[src/rtl/stream_port_pkg.sv]
package stream_port_pkg;

   typedef enum logic [1:0] {
      PM_LOOP = 2'b00,
      PM_RX   = 2'b01,
      PM_TX   = 2'b10,
      PM_RSVD = 2'b11
   } port_mode_e;

   typedef struct packed {
      logic       auto_clr_en;
      logic       fifo_keep_n;
      logic       sync_frame_en;
      logic       nrdy_stall_en;
      logic       susp_stall_en;
      logic       tx_sync_n;
      logic       rx_nrdy_n;
      port_mode_e mode;
   } port_ctrl_t;

   localparam int unsigned CTRL_W = $bits(port_ctrl_t);
   localparam logic [CTRL_W-1:0] CTRL_RST = 9'h088;

   localparam int unsigned IN_DIR  = 0;
   localparam int unsigned IN_SUSP = 1;
   localparam int unsigned IN_NRDY = 2;
   localparam int unsigned IN_SYNC = 3;
   localparam int unsigned IN_DV   = 4;
   localparam int unsigned IN_W    = 5;

endpackage

[src/rtl/stream_port_sync.sv]
module stream_port_sync #(
   parameter int unsigned WIDTH  = 5,
   parameter int unsigned STAGES = 2,
   parameter logic [WIDTH-1:0] RST_VAL = '1
) (
   input  logic             clk,
   input  logic             rst_n,
   input  logic [WIDTH-1:0] d_in,
   output logic [WIDTH-1:0] d_out
);

   if (STAGES < 2) begin : g_bad_stages
      $error("stream_port_sync: STAGES must be at least 2");
   end

   logic [WIDTH-1:0] stage_q [STAGES];

   for (genvar s = 0; s < STAGES; s++) begin : g_stage
      always_ff @(posedge clk or negedge rst_n) begin
         if (!rst_n) begin
            stage_q[s] <= RST_VAL;
         end else if (s == 0) begin
            stage_q[s] <= d_in;
         end else begin
            stage_q[s] <= stage_q[(s == 0) ? 0 : s-1];
         end
      end
   end

   assign d_out = stage_q[STAGES-1];

endmodule

[src/rtl/stream_port_regs.sv]
module stream_port_regs
   import stream_port_pkg::*;
#(
   parameter int unsigned DLY_W   = 16,
   parameter logic [DLY_W-1:0] DLY_RST = 16'd17500
) (
   input  logic             clk,
   input  logic             rst_n,
   input  logic             wr_en,
   input  logic             wr_sel,
   input  logic [DLY_W-1:0] wr_data,
   output port_ctrl_t       ctrl_q,
   output logic [DLY_W-1:0] limit_q
);

   always_ff @(posedge clk or negedge rst_n) begin
      if (!rst_n) begin
         ctrl_q  <= port_ctrl_t'(CTRL_RST);
         limit_q <= DLY_RST;
      end else if (wr_en) begin
         if (wr_sel) begin
            limit_q <= wr_data;
         end else begin
            ctrl_q <= port_ctrl_t'(wr_data[CTRL_W-1:0]);
         end
      end
   end

endmodule

[src/rtl/stream_port_idle.sv]
module stream_port_idle #(
   parameter int unsigned DLY_W = 16
) (
   input  logic             clk,
   input  logic             rst_n,
   input  logic             enable,
   input  logic             dv_idle,
   input  logic [DLY_W-1:0] limit,
   output logic             clr_pulse
);

   localparam logic [DLY_W-1:0] CNT_MAX = '1;

   logic [DLY_W-1:0] idle_cnt;
   logic             fired;
   logic             hit;

   assign hit = enable && !fired && (idle_cnt >= limit);

   always_ff @(posedge clk or negedge rst_n) begin
      if (!rst_n) begin
         idle_cnt  <= '0;
         fired     <= 1'b0;
         clr_pulse <= 1'b0;
      end else if (!dv_idle) begin
         idle_cnt  <= '0;
         fired     <= 1'b0;
         clr_pulse <= 1'b0;
      end else begin
         if (idle_cnt != CNT_MAX) begin
            idle_cnt <= idle_cnt + 1'b1;
         end
         clr_pulse <= hit;
         if (hit) begin
            fired <= 1'b1;
         end
      end
   end

endmodule

[src/rtl/stream_port_ctrl.sv]
module stream_port_ctrl
   import stream_port_pkg::*;
#(
   parameter int unsigned DLY_W       = 16,
   parameter int unsigned SYNC_STAGES = 2,
   parameter logic [DLY_W-1:0] DLY_RST = 16'd17500
) (
   input  logic             clk,
   input  logic             rst_n,
   input  logic             wr_en,
   input  logic             wr_sel,
   input  logic [DLY_W-1:0] wr_data,
   output logic [11:0]      ctrl_rdata,
   output logic [DLY_W-1:0] delay_rdata,
   input  logic             far_dir_n,
   input  logic             far_suspend_n,
   input  logic             far_nrdy_n,
   input  logic             far_sync_n,
   input  logic             dvalid_n,
   output logic             mode_loop,
   output logic             mode_rx,
   output logic             mode_tx,
   output logic             rx_nrdy_n,
   output logic             tx_sync_n,
   output logic             tx_enable,
   output logic             frame_start,
   output logic             fifo_clr_n
);

   if (DLY_W < CTRL_W || DLY_W > 32) begin : g_bad_width
      $error("stream_port_ctrl: DLY_W must lie between 9 and 32");
   end

   port_ctrl_t       ctrl;
   logic [DLY_W-1:0] limit;
   logic [IN_W-1:0]  raw_in;
   logic [IN_W-1:0]  syn;
   logic             sync_prev;
   logic             auto_pulse;
   logic             stall;

   assign raw_in = {dvalid_n, far_sync_n, far_nrdy_n, far_suspend_n, far_dir_n};

   stream_port_sync #(
      .WIDTH  (IN_W),
      .STAGES (SYNC_STAGES),
      .RST_VAL('1)
   ) u_sync (
      .clk  (clk),
      .rst_n(rst_n),
      .d_in (raw_in),
      .d_out(syn)
   );

   stream_port_regs #(
      .DLY_W  (DLY_W),
      .DLY_RST(DLY_RST)
   ) u_regs (
      .clk    (clk),
      .rst_n  (rst_n),
      .wr_en  (wr_en),
      .wr_sel (wr_sel),
      .wr_data(wr_data),
      .ctrl_q (ctrl),
      .limit_q(limit)
   );

   stream_port_idle #(
      .DLY_W(DLY_W)
   ) u_idle (
      .clk      (clk),
      .rst_n    (rst_n),
      .enable   (ctrl.auto_clr_en),
      .dv_idle  (syn[IN_DV]),
      .limit    (limit),
      .clr_pulse(auto_pulse)
   );

   always_ff @(posedge clk or negedge rst_n) begin
      if (!rst_n) begin
         sync_prev <= 1'b1;
      end else begin
         sync_prev <= syn[IN_SYNC];
      end
   end

   assign mode_loop = (ctrl.mode == PM_LOOP);
   assign mode_rx   = (ctrl.mode == PM_RX);
   assign mode_tx   = (ctrl.mode == PM_TX);

   assign stall = (ctrl.susp_stall_en && !syn[IN_SUSP])
               || (ctrl.nrdy_stall_en && !syn[IN_NRDY]);

   assign tx_enable   = mode_tx && !stall;
   assign rx_nrdy_n   = ctrl.rx_nrdy_n;
   assign tx_sync_n   = ctrl.tx_sync_n;
   assign frame_start = ctrl.sync_frame_en && sync_prev && !syn[IN_SYNC];
   assign fifo_clr_n  = ctrl.fifo_keep_n && !auto_pulse;

   assign ctrl_rdata  = {syn[IN_NRDY], syn[IN_SUSP], syn[IN_DIR], ctrl};
   assign delay_rdata = limit;

endmodule

[config.mk]
export PLATFORM = sky130hd
export DESIGN_NAME = stream_port_ctrl
export DESIGN_NICKNAME = d
export VERILOG_FILES = /design/src/rtl/stream_port_pkg.sv /design/src/rtl/stream_port_sync.sv /design/src/rtl/stream_port_regs.sv /design/src/rtl/stream_port_idle.sv /design/src/rtl/stream_port_ctrl.sv
export SDC_FILE = /design/constraint.sdc
export NUM_CORES = 1
export LEC_CHECK = 0
export BUFFER_PORTS_ARGS = -buffer_cell sky130_fd_sc_hd__buf_4
export CAP_MARGIN = 20
export CELL_PAD_IN_SITES_DETAIL_PLACEMENT = 0
export CELL_PAD_IN_SITES_GLOBAL_PLACEMENT = 1
export CORE_UTILIZATION = 42
export CTS_CLUSTER_DIAMETER = 100
export DETAILED_ROUTE_END_ITERATION = 8
export PLACE_DENSITY = 0.88
export SYNTH_ARGS = -nofsm -noshare
export SYNTH_HDL_FRONTEND = slang
export SYNTH_SLANG_ARGS = --single-unit
[constraint.sdc]
create_clock -name clk -period 2.2 [get_ports clk]
set_clock_uncertainty 0.15 [all_clocks]
set_input_delay 0.33 -clock clk [delete_from_list [all_inputs] [get_ports clk]]
set_output_delay 0.33 -clock clk [all_outputs]
set_load 0.005 [all_outputs]
# == Yosys cells after proc, flatten, opt, wreduce, memory -nomap -nowiden ==
# Index checks and enable logic that the tools add are counted.
# totals
out_inout_bits,36
ram_bits,0
latch_bits,0
romBits,0
memories,0
inputBits,25
elab_cells,46
regBits,54
# classes
n_addsub,1
muxes,5
shifts,0
reduce_logical,18
n_div,0
n_lt_le_gt_ge,1
n_mul,0
n_eq_ne,5
bitwise,1
# ops
op,n
$mux 16,2
$add 16x1->16 const B,1
$ge 16x16->1,1
$ne 16x16->1 const B,1
$logic_and 1x1->1,8
$logic_not 1->1,6
$ne 2x1->1 const B,2
$reduce_and 2->1,2
$mux 1,3
$eq 2x1->1 const B,1
$eq 2x2->1 const B,1
$logic_not 2->1,1
$logic_or 1x1->1,1
$not 1->1,1

# == Longest topological paths before layout ==
# depth
word_depth,5
depth_mapped,7
mapped_depth_nobuf,7

# == Modules after synthesis ==
# From an unflattened synthesis, not the netlist that was laid out.
# hier_totals
cells_unflattened,228
area_unflattened_um2,2711.4
# modules_own_cells
module,n_inst,cells_per_inst,seq_area_each_um2,area_per_inst_um2
stream_port_idle,1,147,450.4,1321.3
stream_port_regs,1,54,635.6,989.7
stream_port_sync,1,15,262.8,300.3
stream_port_ctrl,1,12,26.3,100.1

# == Least setup slack after synthesis ==
# No wires, ideal clock.
# synth_path
path_kind,register -> register
start,reg u_idle.idle_cnt[13]
end,reg u_idle.fired
setup_slack_ns,0.185
arrival_ns,1.732
path_stages_with_launch,7
path_buffers,0
required_ns,1.917
setup_ns,0.133
path_cell_list,dfrtp_1 -> ha_1 -> a21o_1 -> a21o_1 -> a2111o_1 -> a211oi_1 -> o21ai_0
# synth_via
elab_chain_cells,3
# synth_lines
item,line_no,text
from (decl),stream_port_idle.sv:14,logic [DLY_W-1:0] idle_cnt;
from (signal assigned),stream_port_idle.sv:31,idle_cnt <= idle_cnt + 1'b1;
$ge 16x16->1,stream_port_idle.sv:18,assign hit = enable && !fired && (idle_cnt >= limit);
$logic_and 1x1->1,stream_port_idle.sv:18,
$ne 2x1->1 (no source line),--,
to (signal assigned),stream_port_idle.sv:23,fired <= 1'b0;
to (signal assigned),stream_port_idle.sv:27,fired <= 1'b0;
to (signal assigned),stream_port_idle.sv:35,fired <= 1'b1;
to (decl),stream_port_idle.sv:15,logic fired;
# Every way passes these cells.
# A chain may end at the register's enable or synchronous reset.

# == Worst setup path in the final report ==
# layout_path
start,reg u_regs.limit_q[14]
end,reg u_idle.fired
# layout_via
elab_chain_cells,3
# layout_lines
item,line_no,text
from (decl),stream_port_regs.sv:13,output logic [DLY_W-1:0] limit_q
from (signal assigned),stream_port_regs.sv:22,limit_q <= wr_data;
$ge 16x16->1,stream_port_idle.sv:18,
$logic_and 1x1->1,stream_port_idle.sv:18,
$ne 2x1->1 (no source line),--,
# Every way passes these cells.

==> flow_metrics.py <==
metrics = {
    "logic_synthesis": {
        "ys_seq_elements": 54,
        "synthesis.yosys.warnings": 0,
        "post_synth_num_cell_types": 42,
        "ys.flop_type": "sky130_fd_sc_hd__dfrtp_1",
        "seq_area_frac_synth_pct": 52.04,
        "mappedNetlistNets": 264,
        "synthCells": 222,
        "synth_edf_count": 0,
        "synth_async_sr_flop_share_pct": 100.0,
        "synth.avg_cell_area_sq_um": 11.90,
        "synthesized_cell_area_sq_um": 2643,
    },
    "route": {
        "detailedRoute.firstIterationViolations": 48,
        "routed-via-count": 1866,
        "wire_per_inst_um": 13.22,
        "dr.pass1.iters": 4,
        "drc": 0,
        "vias_per_cell": 5.084,
        "drt_wl_total_um": 4852,
        "ant_nets": 0,
    },
    "min_path": {
        "kind_of_path_behind_the_tightest_hold_check": "input port to flip-flop",
        "hold_path_origin": "wr_data[5]",
        "worstHoldEndpoint": "u_regs.ctrl_q[5]",
        "hold_depth": 3,
    },
    "cts": {
        "cts_sinks": 54,
        "cts.clk_slew.worst_paths_ps": 90,
        "clockRootBuffer": "sky130_fd_sc_hd__clkbuf_8",
        "insertion_delay_ps": 310,
        "cts_post_setup_buffers_inserted": 0,
        "cts-buffers-inserted": 5,
        "cts-htree-levels": 2,
        "cts_tree": "yes",
        "clock_tree.buffer_depth": 2,
    },
    "die": {
        "initial_utilization_pct": 44.11,
        "floorplan.die.width_um": 81.32,
        "floorplan.core_area_sq_um": 5991,
        "chipHeight_um": 81.32,
        "die_area_sq_um": 6613,
        "io_pins": 61,
        "floorplan.rows": 28,
    },
    "worst_setup_path": {
        "cp_slowest_cell": "sky130_fd_sc_hd__dfstp_2",
        "delay_contributed_by_the_slowest_stage_of_the_critical_path_ps": 550,
        "timing.reg2reg.setup_slack_ps": 130,
        "cp_cell_sequence": "inv_1, ha_1, nand4_1, nor3_1, a2111o_1, a211oi_2, o21ai_0",
        "path_class": "flip-flop to flip-flop",
        "critical_path_peak_fanout": 4,
        "crit_path_start_kind": "flip-flop",
        "reg2reg_to": "u_idle.fired",
        "reg2reg_depth": 7,
        "timing.critical_path.required_ps": 2230,
        "regToRegStartpoint": "u_regs.limit_q[14]",
        "crit_arrival_ps": 2100,
        "critical_path.endpoint_type": "flip-flop",
    },
    "layout": {
        "antenna_cells": 0,
        "n_fill_cell": 527,
        "area_growth_pct": 26.61,
        "final_core_utilization_pct": 55.85,
        "nNetsFinal": 333,
        "share_of_cells_above_drive_strength_1_pct": 42.47,
        "fin_area_sq_um": 3346,
        "layout.cells.most_common_list": "sky130_fd_sc_hd__buf_4, sky130_fd_sc_hd__dfrtp_1, sky130_fd_sc_hd__mux2_2",
        "mostFrequentLayoutCell": "sky130_fd_sc_hd__buf_4",
    },
    "power_and_ir_drop": {
        "power.static_leakage_nw": 1.657,
        "power_density_over_the_cells_nw_per_um2": 651.0,
        "vdd.ir_drop.worst_v": 0.0003727,
    },
    "grt": {
        "grt_pass1_wl_um": 8169,
        "grt_start_max_net_pins": 55,
        "global_route.usage.total_pct": 16.18,
        "global_route.overflow_total": 0,
        "antenna_found_initial": 0,
        "first_global_vias": 1880,
    },
    "status": {
        "outcome": "completed",
    },
    "placement": {
        "placedInstanceArea_sq_um": 3168,
        "place.gp.congestion": 0.7576,
        "place_hpwl_um": 3648,
        "place.port_buffers": 60,
    },
    "sta": {
        "fmax_ghz": 0.4839,
        "final.period_utilization_pct": 93.93,
        "max_slew.worst_pin.slew_ps": 659.1,
        "finalHoldViolCount": 0,
        "tns_ps": 0,
        "period_needed_ps": 2066,
        "timing_max_transition_violations_final": 0,
        "rsz0062_at_grt": "false",
        "final-setup-viol-count": 0,
        "timing.max_slew.rel_slack_pct": 56.06,
    },
    "job": {
        "cap_violations": 0,
    },
}
[state kept, by name, indices dropped and copies added (netlist names)]
name / cells
u_regs.limit_q: 16
u_sync.stage_q: 5
u_idle.fired: 1
u_sync.d_out: 5
u_regs.ctrl_q: 9
u_idle.idle_cnt: 16
sync_prev: 1
u_idle.clr_pulse: 1
[layer usage]
layer  GRT usage (%)  vias up  routed length, um
met3           4.944        2                299
met1           18.76      907               2112
met5               0        -                  0
met2           28.58       50               2424
met4           4.464        0                 16
li1                -      907                  -
[power breakdown]
| part | switching [mW] | internal [mW] |
|---|---|---|
| sequential | 0.0666 | 1.10 |
| combinational | 0.153 | 0.246 |
| clock | 0.318 | 0.296 |
[cell type report]
cell class                      instances  area (sq um)  share of cell area (%)
Sequential cell                        54          1375                   41.10
Multi-Input combinational cell        140          1151                   34.41
Timing Repair Buffer                   71         548.0                   16.38
Clock buffer                            7         97.59                   2.917
Tap cell                               75         93.84                   2.805
Inverter                               19         71.32                   2.132
Clock inverter                          1         8.758                  0.2618
[through the flow]
step	std cells	power [mW]	hold slack [ps]	setup WS, ps
floorplan	222	1.351	-115.6	184.6
global placement	353	1.566	195.8	146.3
detailed placement	353	1.576	196.8	32.47
CTS	367	2.212	80.75	42.76
global route	367	2.311	85.78	23.65
finish	367	2.178	91.98	133.6
[cell families (layout without fill, tap and decap cells)]
logic type      after synthesis  after routing  share of synthesized area, %
mux                          24             24                         10.18
compound gates               24             24                         6.345
xor+xnor                     10             10                         3.315
flops                        54             54                         52.04
buf+inv                      28             98                         4.829
simple gates                 65             65                         15.25
fa+ha+maj                    17             17                         8.049
[worst max-delay path by stage]
stage                                   start                 end  slack [ps]  cells after the start
after detailed placement   u_regs.limit_q[14]        u_idle.fired          30                      7
final                      u_regs.limit_q[14]        u_idle.fired         130                      7
after floorplan           u_idle.idle_cnt[13]        u_idle.fired         180                      6
after global routing       u_idle.idle_cnt[0]  u_idle.idle_cnt[4]          20                      8
after global placement     u_regs.limit_q[14]        u_idle.fired         150                      7
after CTS                  u_regs.limit_q[14]        u_idle.fired          40                      7
[timing repair]
| action | in CTS | in global routing |
|---|---|---|
| setup endpoints to repair | 0 | 2 |
| resized for setup | 0 | 3 |
| hold buffers | 6 | 0 |
| endpoints found under the hold margin | 40 | 0 |
[cell usage after synthesis (all sizes together), types with 2 or more instances]
cell type | instances | area [sq um]
dfrtp | 35 | 875.8
mux2 | 23 | 259.0
dfstp | 19 | 499.2
inv | 19 | 71.32
ha | 17 | 212.7
nand2 | 12 | 45.04
and2 | 11 | 68.82
nand4 | 8 | 50.05
xor2 | 8 | 70.07
buf | 7 | 48.79
nor2 | 7 | 26.28
o21ai | 7 | 35.03
nor3 | 6 | 30.03
nor2b | 5 | 31.28
a21o | 3 | 22.52
a21oi | 3 | 15.01
nand3 | 3 | 27.53
nor4 | 3 | 40.04
a211oi | 2 | 15.01
and3 | 2 | 12.51
and4 | 2 | 17.52
clkbuf | 2 | 7.510
nor3b | 2 | 25.02
xnor2 | 2 | 17.52
[critical path, delay by kind of cell, from the launching register on]
kind	cells	cell delay, ps
adder cells (fa/ha/maj)	1	290
flip-flops	1	550
AND/OR/NAND/NOR	2	210
AO/OA/AOI/OAI	3	710
buffers and inverters	1	40
Note: power is estimated with default switching activity, not from simulation.
